==> config.mk <==
export PLATFORM = sky130hd
export DESIGN_NAME = evtirq_top
export DESIGN_NICKNAME = d
export VERILOG_FILES = /design/src/rtl/evtirq_pkg.sv /design/src/rtl/evtirq_decode.sv /design/src/rtl/evtirq_bank.sv /design/src/rtl/evtirq_out.sv /design/src/rtl/evtirq_top.sv
export SDC_FILE = /design/constraint.sdc
export NUM_CORES = 1
export LEC_CHECK = 0
export ABC_CLOCK_PERIOD_IN_PS = 2700
export CORE_UTILIZATION = 35
export DETAILED_ROUTE_END_ITERATION = 16
export PLACE_DENSITY = 0.82
export SLEW_MARGIN = 0
export SYNTH_ARGS = -nofsm -noshare
export SYNTH_HDL_FRONTEND = slang
export SYNTH_SLANG_ARGS = --single-unit
export TNS_END_PERCENT = 5
==> constraint.sdc <==
create_clock -name clk -period 2.7 [get_ports clk]
set_clock_uncertainty 0.15 [all_clocks]
set_input_delay 0.27 -clock clk [delete_from_list [all_inputs] [get_ports clk]]
set_output_delay 0.27 -clock clk [all_outputs]
set_load 0.1 [all_outputs]
==> src/rtl/evtirq_pkg.sv <==
package evtirq_pkg;

    localparam int unsigned WORD_W = 32;

    // Status bit positions; software decodes these, so they are fixed
    localparam int unsigned B_ERR      = 12;
    localparam int unsigned B_RX_BYTE  = 11;
    localparam int unsigned B_DONE     = 9;
    localparam int unsigned B_RX_FULL  = 8;
    localparam int unsigned B_RX_HALF  = 7;
    localparam int unsigned B_RX_WORD  = 6;
    localparam int unsigned B_RX_TRIG  = 5;
    localparam int unsigned B_TX_FULL  = 3;
    localparam int unsigned B_TX_HALF  = 2;
    localparam int unsigned B_TX_EMPTY = 1;
    localparam int unsigned B_TX_TRIG  = 0;

    localparam logic [WORD_W-1:0] ERR_BIT = WORD_W'(1) << B_ERR;

    localparam logic [WORD_W-1:0] DEFINED_MASK =
        ERR_BIT |
        (WORD_W'(1) << B_RX_BYTE) | (WORD_W'(1) << B_DONE)    |
        (WORD_W'(1) << B_RX_FULL) | (WORD_W'(1) << B_RX_HALF) |
        (WORD_W'(1) << B_RX_WORD) | (WORD_W'(1) << B_RX_TRIG) |
        (WORD_W'(1) << B_TX_FULL) | (WORD_W'(1) << B_TX_HALF) |
        (WORD_W'(1) << B_TX_EMPTY) | (WORD_W'(1) << B_TX_TRIG);

    // Bits driven by external condition inputs
    localparam logic [WORD_W-1:0] HW_MASK = DEFINED_MASK & ~ERR_BIT;

    typedef enum logic [1:0] {
        HIT_NONE   = 2'd0,
        HIT_STATUS = 2'd1,
        HIT_ENABLE = 2'd2,
        HIT_CLEAR  = 2'd3
    } word_hit_e;

    typedef struct packed {
        logic [WORD_W-1:0] status;
        logic [WORD_W-1:0] enable;
    } bank_t;

endpackage

==> src/rtl/evtirq_decode.sv <==
module evtirq_decode
    import evtirq_pkg::*;
#(
    parameter int unsigned     ADDR_W     = 8,
    parameter logic [ADDR_W-1:0] STATUS_OFS = 8'h30,
    parameter logic [ADDR_W-1:0] ENABLE_OFS = 8'h34,
    parameter logic [ADDR_W-1:0] CLEAR_OFS  = 8'h38
) (
    input  logic              sel,
    input  logic              wr,
    input  logic [ADDR_W-1:0] addr,
    output word_hit_e         hit,
    output logic              enable_we,
    output logic              clear_we,
    output logic              illegal
);

    always_comb begin
        hit = HIT_NONE;
        if (addr == STATUS_OFS)      hit = HIT_STATUS;
        else if (addr == ENABLE_OFS) hit = HIT_ENABLE;
        else if (addr == CLEAR_OFS)  hit = HIT_CLEAR;

        enable_we = sel && wr && (hit == HIT_ENABLE);
        clear_we  = sel && wr && (hit == HIT_CLEAR);
        // Unknown offset, or a write to the read-only status word
        illegal   = sel && ((hit == HIT_NONE) || (wr && (hit == HIT_STATUS)));
    end

endmodule

==> src/rtl/evtirq_bank.sv <==
module evtirq_bank
    import evtirq_pkg::*;
(
    input  logic              clk,
    input  logic              rst_n,
    input  logic [WORD_W-1:0] hw_evt,
    input  logic              illegal,
    input  logic              enable_we,
    input  logic              clear_we,
    input  logic [WORD_W-1:0] wdata,
    output logic [WORD_W-1:0] status_q,
    output logic [WORD_W-1:0] enable_q
);

    bank_t             bank_d, bank_q;
    logic [WORD_W-1:0] set_vec;
    logic [WORD_W-1:0] clr_mask;

    // Per-bit set source: external condition, error flag, or tied off
    for (genvar i = 0; i < WORD_W; i++) begin : g_set
        if (i == B_ERR) begin : g_err
            assign set_vec[i] = illegal;
        end else if (HW_MASK[i]) begin : g_hw
            assign set_vec[i] = hw_evt[i];
        end else begin : g_none
            assign set_vec[i] = 1'b0;
        end
    end

    assign clr_mask = clear_we ? (wdata & DEFINED_MASK) : '0;

    always_comb begin
        bank_d        = bank_q;
        // A set in the same cycle wins over the clear
        bank_d.status = (bank_q.status & ~clr_mask) | set_vec;
        if (enable_we)
            bank_d.enable = wdata & DEFINED_MASK;
    end

    always_ff @(posedge clk or negedge rst_n) begin
        if (!rst_n) bank_q <= '0;
        else        bank_q <= bank_d;
    end

    assign status_q = bank_q.status;
    assign enable_q = bank_q.enable;

    AST_STICKY_HOLD: assert property (@(posedge clk) disable iff (!rst_n)
        (status_q != '0) |=> ((status_q & $past(status_q & ~clr_mask)) == $past(status_q & ~clr_mask)));
    AST_COND_LANDS: assert property (@(posedge clk) disable iff (!rst_n)
        (set_vec != '0) |=> ((status_q & $past(set_vec)) == $past(set_vec)));
    AST_CLEAR_DROPS: assert property (@(posedge clk) disable iff (!rst_n)
        clear_we |=> ((status_q & $past(clr_mask & ~set_vec)) == '0));
    AST_ENABLE_LOAD: assert property (@(posedge clk) disable iff (!rst_n)
        enable_we |=> (enable_q == ($past(wdata) & DEFINED_MASK)));
    AST_ERR_FLAG: assert property (@(posedge clk) disable iff (!rst_n)
        illegal |=> status_q[B_ERR]);
    AST_ERR_NO_ENABLE: assert property (@(posedge clk) disable iff (!rst_n)
        illegal |=> $stable(enable_q));

endmodule

==> src/rtl/evtirq_out.sv <==
module evtirq_out
    import evtirq_pkg::*;
(
    input  logic              clk,
    input  logic              rst_n,
    input  logic [WORD_W-1:0] status,
    input  logic [WORD_W-1:0] enable,
    output logic              irq
);

    logic irq_d, irq_q;

    always_comb begin
        irq_d = |(status & enable);
    end

    always_ff @(posedge clk or negedge rst_n) begin
        if (!rst_n) irq_q <= 1'b0;
        else        irq_q <= irq_d;
    end

    assign irq = irq_q;

    AST_IRQ_QUIET: assert property (@(posedge clk) disable iff (!rst_n)
        (enable == '0) |=> !irq);
    AST_IRQ_CAUSED: assert property (@(posedge clk) disable iff (!rst_n)
        $rose(irq) |-> $past(status != '0));

endmodule

==> src/rtl/evtirq_top.sv <==
module evtirq_top
    import evtirq_pkg::*;
#(
    parameter int unsigned     ADDR_W     = 8,
    parameter logic [ADDR_W-1:0] STATUS_OFS = 8'h30,
    parameter logic [ADDR_W-1:0] ENABLE_OFS = 8'h34,
    parameter logic [ADDR_W-1:0] CLEAR_OFS  = 8'h38
) (
    input  logic              clk,
    input  logic              rst_n,
    input  logic              bus_sel,
    input  logic              bus_wr,
    input  logic [ADDR_W-1:0] bus_addr,
    input  logic [WORD_W-1:0] bus_wdata,
    output logic [WORD_W-1:0] bus_rdata,
    input  logic [WORD_W-1:0] hw_evt,
    output logic              irq
);

    word_hit_e         hit;
    logic              enable_we, clear_we, illegal;
    logic [WORD_W-1:0] status_q, enable_q;

    evtirq_decode #(
        .ADDR_W     (ADDR_W),
        .STATUS_OFS (STATUS_OFS),
        .ENABLE_OFS (ENABLE_OFS),
        .CLEAR_OFS  (CLEAR_OFS)
    ) u_decode (
        .sel       (bus_sel),
        .wr        (bus_wr),
        .addr      (bus_addr),
        .hit       (hit),
        .enable_we (enable_we),
        .clear_we  (clear_we),
        .illegal   (illegal)
    );

    evtirq_bank u_bank (
        .clk       (clk),
        .rst_n     (rst_n),
        .hw_evt    (hw_evt),
        .illegal   (illegal),
        .enable_we (enable_we),
        .clear_we  (clear_we),
        .wdata     (bus_wdata),
        .status_q  (status_q),
        .enable_q  (enable_q)
    );

    evtirq_out u_out (
        .clk    (clk),
        .rst_n  (rst_n),
        .status (status_q),
        .enable (enable_q),
        .irq    (irq)
    );

    // Read mux; the clear word and unknown offsets read as zero
    always_comb begin
        bus_rdata = '0;
        if (bus_sel && !bus_wr) begin
            case (hit)
                HIT_STATUS: bus_rdata = status_q;
                HIT_ENABLE: bus_rdata = enable_q;
                default:    bus_rdata = '0;
            endcase
        end
    end

    AST_CLEAR_READS_ZERO: assert property (@(posedge clk) disable iff (!rst_n)
        (bus_sel && !bus_wr && (bus_addr == CLEAR_OFS)) |-> (bus_rdata == '0));
    AST_UNDEF_BITS_LOW: assert property (@(posedge clk) disable iff (!rst_n)
        (bus_sel && !bus_wr) |-> ((bus_rdata & ~DEFINED_MASK) == '0));

endmodule

==> qor.txt <==
Status = completed
Ys Warns = 0
Largest net degree at the start of global routing = 24
Top post-synthesis cells by area = dfrtp_1 42%, buf_4 12%, mux2_4 11%
RSZ-0062 raised after global routing = false
Hold-fix buffers at CTS = 0
Worst flop-to-flop path endpoint = u_out.irq
Mapped Area = 0.00137 mm2
Vias in the first global route = 1,004
Max Slew Vio Count = 0
Initial antenna violation count = 0
Top-area cell type share of the netlist area = 0.421
Place WS = 357 ps
Crit path DAT = 1910 ps
Worst Hold Class = input pin to asynchronous set/reset pin
Post-CTS Setup Bufs = 0
MaxCap Viol Count = 0
Leakage = 0.878 nW
Reg-to-reg critical path startpoint = u_bank.status_q[6]
Ports = 109
Grt ovf = 0
Post-synth EDFFs = 0
R2R depth = 4
Placer Congestion = 0.754
Largest area contributor in the netlist = dfrtp_1
Share of layout cells above drive strength 1 = 0.221
WP data required = 2280 ps
Setup ws final = 369 ps
Synth cell types = 30
Vias/cell = 4.50
Clk sink count = 23
Crit end category = output pin
DP Area = 0.00191 mm2
Crit path time final = 2330 ps
R2R Setup Slk = 1330 ps
Design Area, Final = 0.00195 mm2
Cell area power density = 422 mW/mm2
Site Rows = 22
Ant. Diodes = 0
Clk Latency, worst-skew pair = 260 ps
CTS tree = yes
Core ar. = 0.00372 mm2
Post-synth ARST share = 1.00
WL final = 2690 um
Hpwl dp = 2130 um
Die Height = 64.5 um
DRC errors left = 0
CTS Buf Count = 3
Cells after DPL = 216
Worst-path maximum fanout = 11
Detailed Route Iter0 Violations = 61
Final period util = 0.863
#FFs+latches synth = 23
Post-Syn Area per Cell = 11.0 um2
Worst vdd ir = 0.337 mV
Predominant post-synthesis flop cell = dfrtp_1
Post_cts resized = 0
Clock root buffer master = clkbuf_8
Maximum clock insertion buffer count = 2
Post-DRT Antenna Nets = 0
Input/output buffers = 44
Via count = 989
CTS H-tree depth = 1
Critical path startpoint category = input pin
Setup TNS = 0 ps
First-pass GRT wire length = 4330 um
WL/cell = 12.2 um
Die width = 64.5 um
Count of final setup violators = 0
Worst-path clk slew = 80 ps
Layout area overhead = 42.8%
Setup CP Type = input pin to output pin
Post-synthesis sequential area ratio = 0.421
Global Route Usage Sum = 0.135
Starting Density = 0.368
Fmax = 429 MHz
Fin cells = 220
Final nets = 249
Router iterations before antenna repair = 4
Die area = 0.00416 mm2
Synthesized instance count = 124
Final-report hold violation count = 0
==> worst max path at each step <==
| stage | from | endpoint | slack, ps | cells after the start |
|---|---|---|---|---|
| after floorplan | bus_addr[7] | bus_rdata[0] | -60 | 5 |
| after global placement | bus_addr[7] | bus_rdata[0] | 390 | 7 |
| after detailed placement | bus_addr[7] | bus_rdata[1] | 360 | 7 |
| after CTS | bus_addr[7] | bus_rdata[0] | 360 | 7 |
| after global routing | bus_addr[7] | bus_rdata[0] | 300 | 7 |
| final | bus_addr[7] | bus_rdata[0] | 370 | 7 |
==> per-stage QoR <==
stage / util / hold WS (ps) / power (mW)
5_1_grt: 0.526 / 236 / 0.855
6_report: 0.526 / 208 / 0.825
4_1_cts: 0.526 / 216 / 0.834
3_3_place_gp: 0.513 / 337 / 0.622
3_5_place_dp: 0.513 / 344 / 0.624
2_1_floorplan: - / -176 / 0.577
==> cells in the mapped netlist, types with 2 or more instances <==
master / count
a21o_1: 10
a22oi_1: 2
buf_4: 21
dfrtp_1: 23
mux2_4: 10
mux2i_1: 11
nand2_1: 13
nor2_1: 11
or2_4: 2
==> registers in the layout, indices dropped and copies added (netlist names) <==
signal,flops
u_bank.enable_q,11
u_bank.status_q,11
u_out.irq,1
==> metal layers <==
metal / global-route usage / up-vias / wire length [um]
li1: - / 479 / -
met1: 0.162 / 472 / 1120
met2: 0.243 / 38 / 1390
met3: 0.0493 / 0 / 177
met4: 0 / 0 / 0
met5: 0 / - / 0
==> cells by family (layout without fill, tap and decap cells) <==
logic type,after synthesis,after routing,synth area share
AO/OA/AOI/OAI,18,18,0.101
AND/OR/NAND/NOR,34,34,0.142
flip-flops,23,23,0.421
other,1,21,0.00274
multiplexers,22,22,0.199
buffers and inverters,26,54,0.135
==> where the power goes <==
part / switching [mW] / internal (mW) / total [mW]
registers: 0.00463 / 0.352 / 0.357
logic: 0.189 / 0.0699 / 0.259
clock network: 0.106 / 0.103 / 0.209
==> cell type report <==
type,count,area (um2)
Fill cell,337,1760
Multi-Input combinational cell,95,682
Timing Repair Buffer,49,586
Sequential cell,23,576
Tap cell,48,60.1
Clock buffer,3,41.3
Clock inverter,1,5.00
Inverter,1,3.75
==> worst max-delay path, cell delays in order <==
cell and delay [ps]:
clkdlybuf4s50_1 400, or2_4 270, nor3_4 240, nand3b_1 100, buf_4 190, nor2_1 230, buf_12 210
==> cells in the final DEF, fill, tap and decap left out, types with 2 or more instances in the layout <==
cell and instances:
dfrtp_1 23, a22oi_1 2, nor2_1 11, nand2_1 13
buf_12 11, mux2i_1 11, clkdlybuf4s50_1 32, buf_4 6
conb_1 21, or2_4 2, a21o_1 10, clkbuf_8 3
mux2_4 10
Note: power is estimated with default switching activity, not from simulation.
